## src/rtl/srwg_pkg.sv

```systemverilog
package srwg_pkg;
  localparam logic [7:0] OPC_UNLOCK = 8'h50;
  localparam logic [7:0] OPC_WRITE  = 8'h01;
  localparam int BYTE_BITS  = 8;
  localparam int FRAME_BITS = 2 * BYTE_BITS;
  localparam int CNT_W      = $clog2(FRAME_BITS + 2);
  localparam int BP0_POS    = 2;
  localparam int BP1_POS    = 3;
  localparam int LOCK_POS   = 7;

  typedef enum logic [1:0] {
    INS_NONE   = 2'd0,
    INS_UNLOCK = 2'd1,
    INS_WRITE  = 2'd2,
    INS_OTHER  = 2'd3
  } insKind_t;

  typedef struct packed {
    logic shiftEn;
    logic commit;
  } strobe_t;

  function automatic insKind_t decodeOp(input logic [7:0] op);
    if (op == OPC_UNLOCK)     return INS_UNLOCK;
    else if (op == OPC_WRITE) return INS_WRITE;
    else                      return INS_OTHER;
  endfunction
endpackage

```

## src/rtl/srwg_sync.sv

```systemverilog
module srwg_sync #(
  parameter int WIDTH = 4,
  parameter int STAGES = 2,
  parameter logic [WIDTH-1:0] RST_VAL = '0
) (
  input  logic             clk,
  input  logic             rstN,
  input  logic [WIDTH-1:0] din,
  output logic [WIDTH-1:0] dout
);
  logic [WIDTH-1:0] stg [STAGES];

  for (genvar s = 0; s < STAGES; s++) begin : g_stage
    if (s == 0) begin : g_first
      always_ff @(posedge clk or negedge rstN) begin
        if (!rstN) stg[s] <= RST_VAL;
        else       stg[s] <= din;
      end
    end else begin : g_next
      always_ff @(posedge clk or negedge rstN) begin
        if (!rstN) stg[s] <= RST_VAL;
        else       stg[s] <= stg[s-1];
      end
    end
  end

  assign dout = stg[STAGES-1];
endmodule

```

## src/rtl/srwg_ctrl.sv

```systemverilog
module srwg_ctrl
  import srwg_pkg::*;
(
  input  logic             clk,
  input  logic             rstN,
  input  logic             sckS,
  input  logic             ceNS,
  input  logic [7:0]       nextByte,
  output strobe_t          strobe,
  output logic             ceEnd,
  output logic [CNT_W-1:0] bitCnt
);
  localparam logic [CNT_W-1:0] CNT_SAT  = CNT_W'(FRAME_BITS + 1);
  localparam logic [CNT_W-1:0] CNT_OPC  = CNT_W'(BYTE_BITS - 1);
  localparam logic [CNT_W-1:0] CNT_FULL = CNT_W'(FRAME_BITS);

  logic     sckPrev;
  logic     ceNPrev;
  logic     sckRise;
  logic     ceStart;
  insKind_t insKind;
  logic     unlockPending;

  assign sckRise = sckS & ~sckPrev & ~ceNS;
  assign ceStart = ~ceNS & ceNPrev;
  assign ceEnd   = ceNS & ~ceNPrev;

  always_ff @(posedge clk or negedge rstN) begin
    if (!rstN) begin
      sckPrev <= 1'b0;
      ceNPrev <= 1'b1;
    end else begin
      sckPrev <= sckS;
      ceNPrev <= ceNS;
    end
  end

  always_ff @(posedge clk or negedge rstN) begin
    if (!rstN) begin
      bitCnt  <= '0;
      insKind <= INS_NONE;
    end else if (ceStart) begin
      bitCnt  <= '0;
      insKind <= INS_NONE;
    end else if (sckRise) begin
      if (bitCnt != CNT_SAT) bitCnt <= bitCnt + 1'b1;
      if (bitCnt == CNT_OPC) insKind <= decodeOp(nextByte);
    end
  end

  // The unlock lives for exactly one following instruction.
  always_ff @(posedge clk or negedge rstN) begin
    if (!rstN)                         unlockPending <= 1'b0;
    else if (ceEnd && bitCnt != '0)    unlockPending <= (insKind == INS_UNLOCK);
  end

  always_comb begin
    strobe.shiftEn = sckRise;
    strobe.commit  = ceEnd && unlockPending && (insKind == INS_WRITE)
                     && (bitCnt == CNT_FULL);
  end
endmodule

```

## src/rtl/srwg_dp.sv

```systemverilog
module srwg_dp
  import srwg_pkg::*;
#(
  parameter logic [7:0] RO_VALUE = 8'h00
) (
  input  logic       clk,
  input  logic       rstN,
  input  strobe_t    strobe,
  input  logic       siS,
  input  logic       wpS,
  output logic [7:0] nextByte,
  output logic [7:0] statusOut
);
  logic [7:0] shiftReg;
  logic       lockBit;
  logic       bp0Bit;
  logic       bp1Bit;
  logic       writeOk;

  assign nextByte = {shiftReg[6:0], siS};
  assign writeOk  = wpS | ~lockBit;

  always_ff @(posedge clk or negedge rstN) begin
    if (!rstN)               shiftReg <= '0;
    else if (strobe.shiftEn) shiftReg <= nextByte;
  end

  always_ff @(posedge clk or negedge rstN) begin
    if (!rstN) begin
      lockBit <= 1'b0;
      bp0Bit  <= 1'b0;
      bp1Bit  <= 1'b0;
    end else if (strobe.commit && writeOk) begin
      lockBit <= shiftReg[LOCK_POS];
      bp0Bit  <= shiftReg[BP0_POS];
      bp1Bit  <= shiftReg[BP1_POS];
    end
  end

  always_comb begin
    for (int i = 0; i < 8; i++) begin
      if (i == LOCK_POS)     statusOut[i] = lockBit;
      else if (i == BP1_POS) statusOut[i] = bp1Bit;
      else if (i == BP0_POS) statusOut[i] = bp0Bit;
      else                   statusOut[i] = RO_VALUE[i];
    end
  end
endmodule

```

## src/rtl/sr_write_guard.sv

```systemverilog
module sr_write_guard
  import srwg_pkg::*;
#(
  parameter int SYNC_STAGES = 2
) (
  input  logic       clk,
  input  logic       rstN,
  input  logic       sck,
  input  logic       ceN,
  input  logic       si,
  input  logic       wp,
  output logic       soOe,
  output logic [7:0] statusOut
);
  logic             sckS;
  logic             ceNS;
  logic             siS;
  logic             wpS;
  logic [7:0]       nextByte;
  strobe_t          strobe;
  logic             ceEnd;
  logic [CNT_W-1:0] bitCnt;

  srwg_sync #(.WIDTH(4), .STAGES(SYNC_STAGES), .RST_VAL(4'b0100)) u_sync (
    .clk (clk),
    .rstN(rstN),
    .din ({sck, ceN, si, wp}),
    .dout({sckS, ceNS, siS, wpS})
  );

  srwg_ctrl u_ctrl (
    .clk     (clk),
    .rstN    (rstN),
    .sckS    (sckS),
    .ceNS    (ceNS),
    .nextByte(nextByte),
    .strobe  (strobe),
    .ceEnd   (ceEnd),
    .bitCnt  (bitCnt)
  );

  srwg_dp u_dp (
    .clk      (clk),
    .rstN     (rstN),
    .strobe   (strobe),
    .siS      (siS),
    .wpS      (wpS),
    .nextByte (nextByte),
    .statusOut(statusOut)
  );

  assign soOe = 1'b0;
endmodule

```

## config.mk

```make
export PLATFORM = sky130hd
export DESIGN_NAME = sr_write_guard
export DESIGN_NICKNAME = d
export VERILOG_FILES = /design/src/rtl/srwg_pkg.sv /design/src/rtl/srwg_sync.sv /design/src/rtl/srwg_ctrl.sv /design/src/rtl/srwg_dp.sv /design/src/rtl/sr_write_guard.sv
export SDC_FILE = /design/constraint.sdc
export NUM_CORES = 1
export LEC_CHECK = 0
export BUFFER_PORTS_ARGS = -buffer_cell sky130_fd_sc_hd__buf_2
export CAP_MARGIN = 20
export CORE_ASPECT_RATIO = 0.5
export CORE_MARGIN = 3
export CORE_UTILIZATION = 40
export CTS_BUF_LIST = sky130_fd_sc_hd__clkbuf_8
export DETAILED_ROUTE_END_ITERATION = 12
export HOLD_SLACK_MARGIN = 0.08
export PLACE_DENSITY = 0.57
export SLEW_MARGIN = 20
export SYNTH_ARGS = -nofsm -noshare
export SYNTH_HDL_FRONTEND = slang
export SYNTH_HIERARCHICAL = 1
export SYNTH_SLANG_ARGS = --single-unit
```

## constraint.sdc

```tcl
create_clock -name clk -period 5.25 [get_ports clk]
set_input_delay 0.525 -clock clk [delete_from_list [all_inputs] [get_ports clk]]
set_output_delay 0.525 -clock clk [all_outputs]
set_load 0.05 [all_outputs]
```

; ---- Yosys cells after proc, flatten, opt, wreduce, memory -nomap -nowiden
; Index checks and enable logic that the tools add are counted.
[word_totals]
reg_bits = 29
latchBits = 0
mem_bits_rw = 0
mem_bits_ro = 0
in_bits = 6
elab_cells = 47
n_memories = 0
[classes]
n_addsub = 1
n_mul = 0
div_mod_pow = 0
order_cmp = 0
n_eq_ne = 7
shift = 0
mux = 8
bitwise = 9
n_reduce_logical = 11
[ops]
columns = operator, n
row1 = $mux 5, 3
row2 = $eq 8x1->1 const B, 1
row3 = $eq 8x7->1 const B, 1
row4 = $mux 2, 4
row5 = $reduce_bool 2->1, 3
row6 = $add 5x1->5 const B, 1
row7 = $eq 5x3->1 const B, 1
row8 = $eq 5x5->1 const B, 1
row9 = $logic_and 1x1->1, 5
row10 = $ne 5x5->1 const B, 1
row11 = $reduce_bool 5->1, 1
row12 = $and 1x1->1, 4
row13 = $not 1->1, 4
row14 = $reduce_and 2->1, 2
row15 = $eq 2x1->1 const B, 1
row16 = $eq 2x2->1 const B, 1
row17 = $mux 1, 1
row18 = $or 1x1->1, 1

; ---- Longest topological paths before layout
; Gate-level depths: netlist (run 1).
[logic_depth]
word_depth = 6
mapped_depth = 7

; ---- Modules after synthesis
; The synthesis (run 1) kept the hierarchy.
[by_module_without_submodules]
columns = mod, n_inst, cells_each, area_per_inst_um2, seq_area_each_um2
row1 = srwg_dp, 1, 43, 579.3, 275.3
row2 = srwg_ctrl, 1, 58, 565.5, 251.5
row3 = srwg_sync, 1, 12, 232.7, 202.7
row4 = sr_write_guard, 1, 2, 11.3, 0.0

; ---- Worst setup path before layout (run 1)
; No wires, ideal clock.
[synth_path]
path_type = register -> register
startpoint = reg u_ctrl.bitCnt[0]
endpoint = reg u_dp.bp0Bit
setup_time_ns = 0.128
arrival_ns = 1.950
required_ns = 5.122
slack_ns = 3.173
path_stages_with_launch = 7
cell_sequence = dfrtp_1 -> inv_1 -> ha_1 -> or3b_2 -> nor4b_1 -> o21ai_2 -> mux2_1
[synth_lines]
columns = item, line
row1 = "start, declared", srwg_ctrl.sv:11  ; output logic [CNT_W-1:0] bitCnt
row2 = "start signal, assigned", srwg_ctrl.sv:46  ; if (bitCnt != CNT_SAT) bitCnt <= bitCnt + 1'b1;
row3 = "end signal, assigned", srwg_dp.sv:35  ; bp0Bit <= shiftReg[BP0_POS];
row4 = "end, declared", srwg_dp.sv:16  ; logic bp0Bit;

==> impl_metrics.csv, run 1 <==
group,metric,value,unit
cells_and_area,final_area,0.001399,mm²
synthesis,ys_types,31,
clocking,clk_pin_slew,0.06,ns
critical_path,crit_buf_inv,1,
power,p_leak,0.6382,nW
clocking,clk_latency,0.28,ns
synthesis,synth_edf_count,0,
route,wl,2.052,mm
synthesis,syn_area,0.001389,mm²
timing,hold_viol_final,0,
synthesis,ys_warn_count,6,
timing,setup_viol_count_final,0,
cells_and_area,stdcell_count,150,
synthesis,synth-seq-cells,29,
synthesis,ys_seq_area_frac,0.5252,
power,power.density,384.4,mW/mm²
global_route,antenna_found_initial,0,
global_route,grt_use_total,0.1128,
hold_path,hold_class,"in2async",
critical_path,cpPeakStageDelay,0.60,ns
timing,period_needed,2.277,ns
synthesis,yosysMostFrequentCell,"dfrtp_1",
cells_and_area,layout.nets,118,
cells_and_area,final_util,0.4437,
critical_path,cp_max_fo,5,
synthesis,synthCells,115,
global_route,grt_max_degree,30,
clocking,cts_buffers,5,
global_route,overflow,0,
run_status,status,"completed",
route,wl_met3,82,µm
clocking,tritoncts,"built",
synthesis,synth_ff_type,"dfrtp_1",
floorplanning,fp.dieH,47.67,µm
route,drcViolationCount,0,
critical_path,cp_top_family,"simple AND/OR/NAND/NOR gates",
synthesis,ys_top_cells_by_area,"dfrtp_1 (47%), buf_4 (12%), mux2_4 (8.6%)",
critical_path,crit_path_start_kind,"flop",
place,gp_congestion,0.7792,
floorplanning,std_cell_rows,14,
cells_and_area,antenna_cells,0,
synthesis,synth_top_cell_area_share,0.4685,
place,dp_hpwl,1.343,mm
critical_path,end_kind,"flop",
clocking,htreeDepth,2,
global_route,grt_first_pass_wirelength,3.325,mm
synthesis,syn_area_per_cell,12.08,µm²
job,drv_cap,0,
timing,tightest_slew,0.6385,ns
critical_path,crit_slowest_cell,"nor4b_1",
critical_path,crit_required,5.41,ns
synthesis,yosys-top-cells-count,"dfrtp_1 (26), buf_4 (22), mux2_4 (8)",
floorplanning,die_w,89.33,µm
synthesis,async_flop_share,1.000,
timing,drv_slew,0,
floorplanning,dieArea,0.004258,mm²
synthesis,yosys.area.top_type,"dfrtp_1",
cells_and_area,fillers,298,
timing,finalCritPeriodShare,0.4337,
critical_path,path_cells,"inv_1 > ha_1 > or3b_2 > nor4b_1 > o21ai_2 > mux2_1",
timing,tns,0,ns
route,m1WireLength,1.112,mm
clocking,ctsHoldBuffers,0,
critical_path,cp.arrival,2.44,ns
timing,clock_skew,0.006926,ns
cells_and_area,multi_input_area,470.5,µm²
route,dr.pass1.iters,4,
route,via_count,735,
route,vias_per_cell,4.900,
floorplanning,core-area,0.003153,mm²
floorplanning,pin_count,15,
clocking,cts_sinks,29,
clocking,root_buffer,"clkbuf_8",
timing,fmax,0.4392,GHz
route,highest_layer,"met4",
cells_and_area,syn_to_final_growth,0.7206,%
clocking,cts_setup_buffers,0,
place,placed_area,0.001309,mm²
floorplanning,initial_utilization,0.4405,
timing,maxSlewHeadroom,0.5683,
route,wl_per_cell,13.68,µm
cells_and_area,layout-drive-gt1-share,0.2727,
clocking,clockBufferDepth,2,
timing,rsz0062_at_grt,"false",
timing,holdWs,0.2711,ns
route,postRouteAntennaNets,0,
global_route,grt_pass1_vias,670,
power,ir_drop,0.0001622,V
cells_and_area,seq_area,729.5,µm²
critical_path,crit_type,"reg2reg",
place,dpl.cell_count,142,
clocking,cts_resized,0,
route,met2_length,823,µm
route,dr.first_iter.drc_count,43,
place,place.port_buffers,8,
==> per-stage QoR <==
step                      total power, W  setup slack (ns)
after floorplan                0.0003747             3.173
after global placement         0.0003577             3.037
after detailed placement       0.0003589             2.956
after CTS                      0.0005410             2.944
after global routing           0.0005644             2.879
final                          0.0005377             2.973
==> final timing paths <==
kind | to | slack, ns | cells after the start | from
max in group asynchronous | u_ctrl/insKind[0]$_DFFE_PN0P_ | 4.56 | 1 | rstN
min reg2reg | u_sync/dout[3]$_DFF_PN0_ | 0.35 | 0 | u_sync/stg[7]$_DFF_PN0_
min in group clk | u_sync/stg[6]$_DFF_PN1_ | 0.34 | 1 | ceN
max | u_dp/bp0Bit$_DFFE_PN0P_ | 2.97 | 6 | u_ctrl/bitCnt[0]$_DFFE_PN0P_
max reg2reg | u_dp/bp0Bit$_DFFE_PN0P_ | 2.97 | 6 | u_ctrl/bitCnt[0]$_DFFE_PN0P_
min | u_dp/lockBit$_DFFE_PN0P_ | 0.27 | 1 | rstN
==> report_power, final <==
group	internal, W	switching [W]
clock	0.000103	0.0000798
combinational	0.0000428	0.0000299
sequential	0.000255	0.0000276
==> routing by layer <==
metal  GRT usage  vias to the layer above
li1            -                      356
met5           0                        -
met2      0.1449                       13
met3     0.05155                        4
met4     0.04451                        0
met1      0.1626                      362
==> worst reg2reg max path: cells and delay by family (launching register included) <==
family          cells  cell delay (ns)
simple gates        2             1.04
flops               1             0.42
mux                 1             0.34
compound gates      1             0.15
fa+ha+maj           1             0.13
buf+inv             1             0.09
==> layout by cell type (no fill, tap or decap), types with 2 or more instances in the layout <==
| cell | count |
|---|---|
| a211oi_1 | 2 |
| nand2_1 | 2 |
| o21ai_0 | 6 |
| or3_1 | 2 |
| conb_1 | 6 |
| or4_1 | 2 |
| dfstp_2 | 3 |
| dfrtp_1 | 26 |
| ha_1 | 3 |
| clkbuf_8 | 6 |
| mux2_4 | 8 |
| buf_2 | 8 |
| nor4b_1 | 2 |
| nand3_1 | 5 |
| mux2_1 | 2 |
| nor4bb_1 | 2 |
| nor2b_1 | 2 |
| inv_1 | 6 |
| a21oi_1 | 7 |
==> kinds of logic after synthesis <==
family                     synth area share
and+or+nand+nor                      0.1135
buffers and inverters                0.1468
other                              0.005407
AOI/OAI and AO/OA                   0.07117
adders and majority gates           0.02703
muxes                                0.1108
DFF                                  0.5252
==> registers in the layout, summed over array words and instances, names as in the netlist <==
name,flops
u_ctrl/sckPrev,1
u_dp/shiftReg,8
u_dp/bp0Bit,1
u_ctrl/bitCnt,5
u_ctrl/insKind,2
u_dp/bp1Bit,1
u_ctrl/ceNPrev,1
u_sync/dout,4
u_sync/stg,4
u_ctrl/unlockPending,1
u_dp/lockBit,1
==> layout make-up <==
| cell class | count | share of cell area |
|---|---|---|
| multi-input cells | 60 | 0.3363 |
| repair buffers | 8 | 0.02862 |
| flip-flops and latches | 29 | 0.5215 |
| well taps | 40 | 0.03578 |
| clock buffers | 6 | 0.05903 |
| inverters | 5 | 0.01342 |
| clock inverters | 2 | 0.005367 |
Note: power is estimated with default switching activity, not from simulation.
==> run 2: changes to the inputs <==
- ABC_AREA: not set -> 1
- PLACE_DENSITY: 0.57 -> 0.59
- clock period: 5.25 -> 1.94 ns (I/O delays scaled with it)
==> run 2 against run 1 <==
Hold slack improved by 0.077 ns. Wire length up 4.8%. Critical path depth did not move. Synthesized area rose by 4.1%. Via count increased by 26%. Non-clock buffer count increased by 5. Clock skew fell by 0.0024 ns. Sequential power grew to 2.7 times the previous value. Clock power increased to 2.6 times the previous value. Power rose to 2.7 times the previous value. Critical path type unchanged. Largest power group unchanged. Critical endpoint is now u_ctrl/insKind[1]$_DFFE_PN0P_. Design area rose by 6.8%.
==> impl_metrics.csv, run 2 <==
group,metric,value,unit
clocking,root_buffer,"clkbuf_8",
clocking,ctsHoldBuffers,5,
critical_path,r2r_slack,0.23,ns
global_route,antenna_found_initial,0,
floorplanning,dieArea,0.004414,mm²
clocking,cts_buffers,5,
clocking,cts_setup_buffers,0,
synthesis,ys_top_cells_by_area,"dfrtp_1 (45%), buf_4 (11%), nand2_1 (9.1%)",
place,dp_hpwl,1.443,mm
cells_and_area,final_common_cell,"nand2_1",
timing,period_needed,1.712,ns
clocking,cts_sinks,29,
cells_and_area,syn_to_final_growth,3.376,%
timing,fmax,0.5842,GHz
timing,setup_viol_count_final,0,
synthesis,async_flop_share,1.000,
critical_path,end_kind,"flop",
global_route,grt_use_total,0.1138,
route,wl_per_cell,10.05,µm
clocking,cts_resized,0,
critical_path,ff2ff_path_depth,6,
timing,rsz0062_at_grt,"false",
synthesis,synth_ff_type,"dfrtp_1",
place,pre_cts_ws,0.2560,ns
place,place.port_buffers,8,
power,ir_drop,0.0004322,V
critical_path,cp_max_fo,17,
global_route,grt_pass1_vias,876,
synthesis,yosys.area.top_type,"dfrtp_1",
synthesis,ys_seq_area_frac,0.5048,
timing,finalCritPeriodShare,0.8823,
critical_path,cp.arrival,1.88,ns
critical_path,crit_path_start_kind,"flop",
floorplanning,core-area,0.003223,mm²
synthesis,syn_area,0.001445,mm²
critical_path,crit_required,2.11,ns
clocking,tritoncts,"built",
synthesis,synthCells,166,
cells_and_area,layout.nets,174,
hold_path,hold_class,"reg2reg",
cells_and_area,final_util,0.4635,
cells_and_area,largest_reg_flops,8,
critical_path,critPathLaunch,"u_sync/dout[2]$_DFF_PN1_",
timing,tns,0,ns
clocking,htreeDepth,2,
critical_path,regToRegStartpoint,"u_sync/dout[2]$_DFF_PN1_",
job,drv_cap,0,
floorplanning,initial_utilization,0.4484,
timing,clock_skew,0.004478,ns
cells_and_area,fillers,327,
route,dr.first_iter.drc_count,29,
hold_path,min_path_cells,0,
global_route,grt_first_pass_wirelength,3.919,mm
power,p_leak,0.7370,nW
critical_path,r2r-end,"u_ctrl/insKind[1]$_DFFE_PN0P_",
synthesis,yosys-top-cells-count,"nand2_1 (35), dfrtp_1 (26), buf_4 (22)",
synthesis,synth_edf_count,0,
floorplanning,std_cell_rows,14,
cells_and_area,reg_top3,"u_dp/shiftReg (8), u_ctrl/bitCnt (5)",
route,via_count,928,
clocking,clk_latency,0.28,ns
synthesis,ys_warn_count,6,
route,wl,2.151,mm
timing,hold_viol_final,0,
hold_path,hold_end,"u_sync/dout[3]$_DFF_PN0_",
cells_and_area,antenna_cells,0,
route,postRouteAntennaNets,0,
cells_and_area,layout-drive-gt1-share,0.1446,
synthesis,yosysMostFrequentCell,"nand2_1",
timing,tightest_slew,0.9342,ns
floorplanning,fp.dieH,48.50,µm
clocking,clk_pin_slew,0.06,ns
timing,setup_ws,0.2283,ns
global_route,overflow,0,
global_route,grt_max_degree,30,
route,vias_per_cell,4.336,
synthesis,syn_area_per_cell,8.706,µm²
power,p_total,0.001477,W
floorplanning,pin_count,15,
hold_path,hp-start,"u_sync/stg[7]$_DFF_PN0_",
timing,drv_slew,0,
cells_and_area,layout_common_cells,"nand2_1 (35), dfrtp_1 (26), inv_1 (18), nor2_1 (15), nand3_1 (15)",
run_status,status,"completed",
timing,maxSlewHeadroom,0.3749,
cells_and_area,regMostFlops,"u_dp/shiftReg",
floorplanning,die_w,91.01,µm
place,gp_congestion,0.7700,
synthesis,synth-seq-cells,29,
synthesis,ys_types,21,
clocking,clockBufferDepth,2,
route,drcViolationCount,0,
route,dr.pass1.iters,4,
critical_path,crit_type,"reg2reg",
synthesis,synth_top_cell_area_share,0.4502,
power,power.density,988.6,mW/mm²
==> run 2: cell count changes after synthesis, sizes merged, moves of 4 or more <==
cell and change:
a21oi -4, inv +13, mux2 -11, nand2 +35, nand3 +11, nand4 +4
nor2 +15, o21ai +4
==> run 2: kinds of logic (layout without fill, tap and decap cells) <==
| logic type | count (synthesis) | after routing | synth area share |
|---|---|---|---|
| adders and majority gates | 3 | 3 | 0.02598 |
| DFF | 29 | 29 | 0.5048 |
| and+or+nand+nor | 75 | 75 | 0.2312 |
| AOI/OAI and AO/OA | 14 | 14 | 0.04848 |
| buffers and inverters | 43 | 39 | 0.1844 |
| other | 2 | 6 | 0.005197 |
==> run 2: per-layer routing <==
layer	global-route usage	up-vias	wire, µm
li1	-	488	-
met1	0.1563	424	1125
met2	0.1523	14	914
met3	0.05108	2	102
met4	0.05250	0	8
met5	0	-	0
==> run 2: stage by stage <==
stage | instances | hold WS (ns) | cell area (µm²)
floorplan | 170 | -0.1016 | 1460
global route | 214 | 0.3538 | 1494
CTS | 214 | 0.3495 | 1494
detailed placement | 201 | 0.2662 | 1361
global placement | 201 | 0.2532 | 1361
finish | 214 | 0.3478 | 1494
==> run 2: how the worst max path moves through the flow <==
| stage | end | slack [ns] |
|---|---|---|
| 3_3_place_gp | u_ctrl/insKind[0]$_DFFE_PN0P_ | 0.34 |
| 4_1_cts | u_ctrl/insKind[1]$_DFFE_PN0P_ | 0.22 |
| 5_1_grt | u_ctrl/insKind[1]$_DFFE_PN0P_ | 0.04 |
| 6_report | u_ctrl/insKind[1]$_DFFE_PN0P_ | 0.23 |
| 3_5_place_dp | u_ctrl/insKind[0]$_DFFE_PN0P_ | 0.26 |
| 2_1_floorplan | u_dp/lockBit$_DFFE_PN0P_ | 0.63 |
==> run 2: critical path, stage by stage (launching register included) <==
cell	delay (ns)
dfstp_2	0.37
inv_2	0.07
nand2_1	0.05
nor2_1	0.70
nand3_1	0.22
nand3_1	0.13
nand2_1	0.06
==> run 2: cell type report <==
class	instances	area, µm²	area share
clock buffers	5	68.82	0.04606
well taps	48	60.06	0.04020
multi-input cells	98	464.2	0.3107
clock inverters	3	13.76	0.009213
repair buffers	13	90.09	0.06030
flip-flops and latches	29	729.5	0.4883
inverters	18	67.56	0.04523
==> run 2: power breakdown <==
part | total [W] | internal, W | switching [W]
Combinational | 0.000242 | 0.0000890 | 0.000153
Clock | 0.000469 | 0.000243 | 0.000226
Sequential | 0.000766 | 0.000684 | 0.0000824
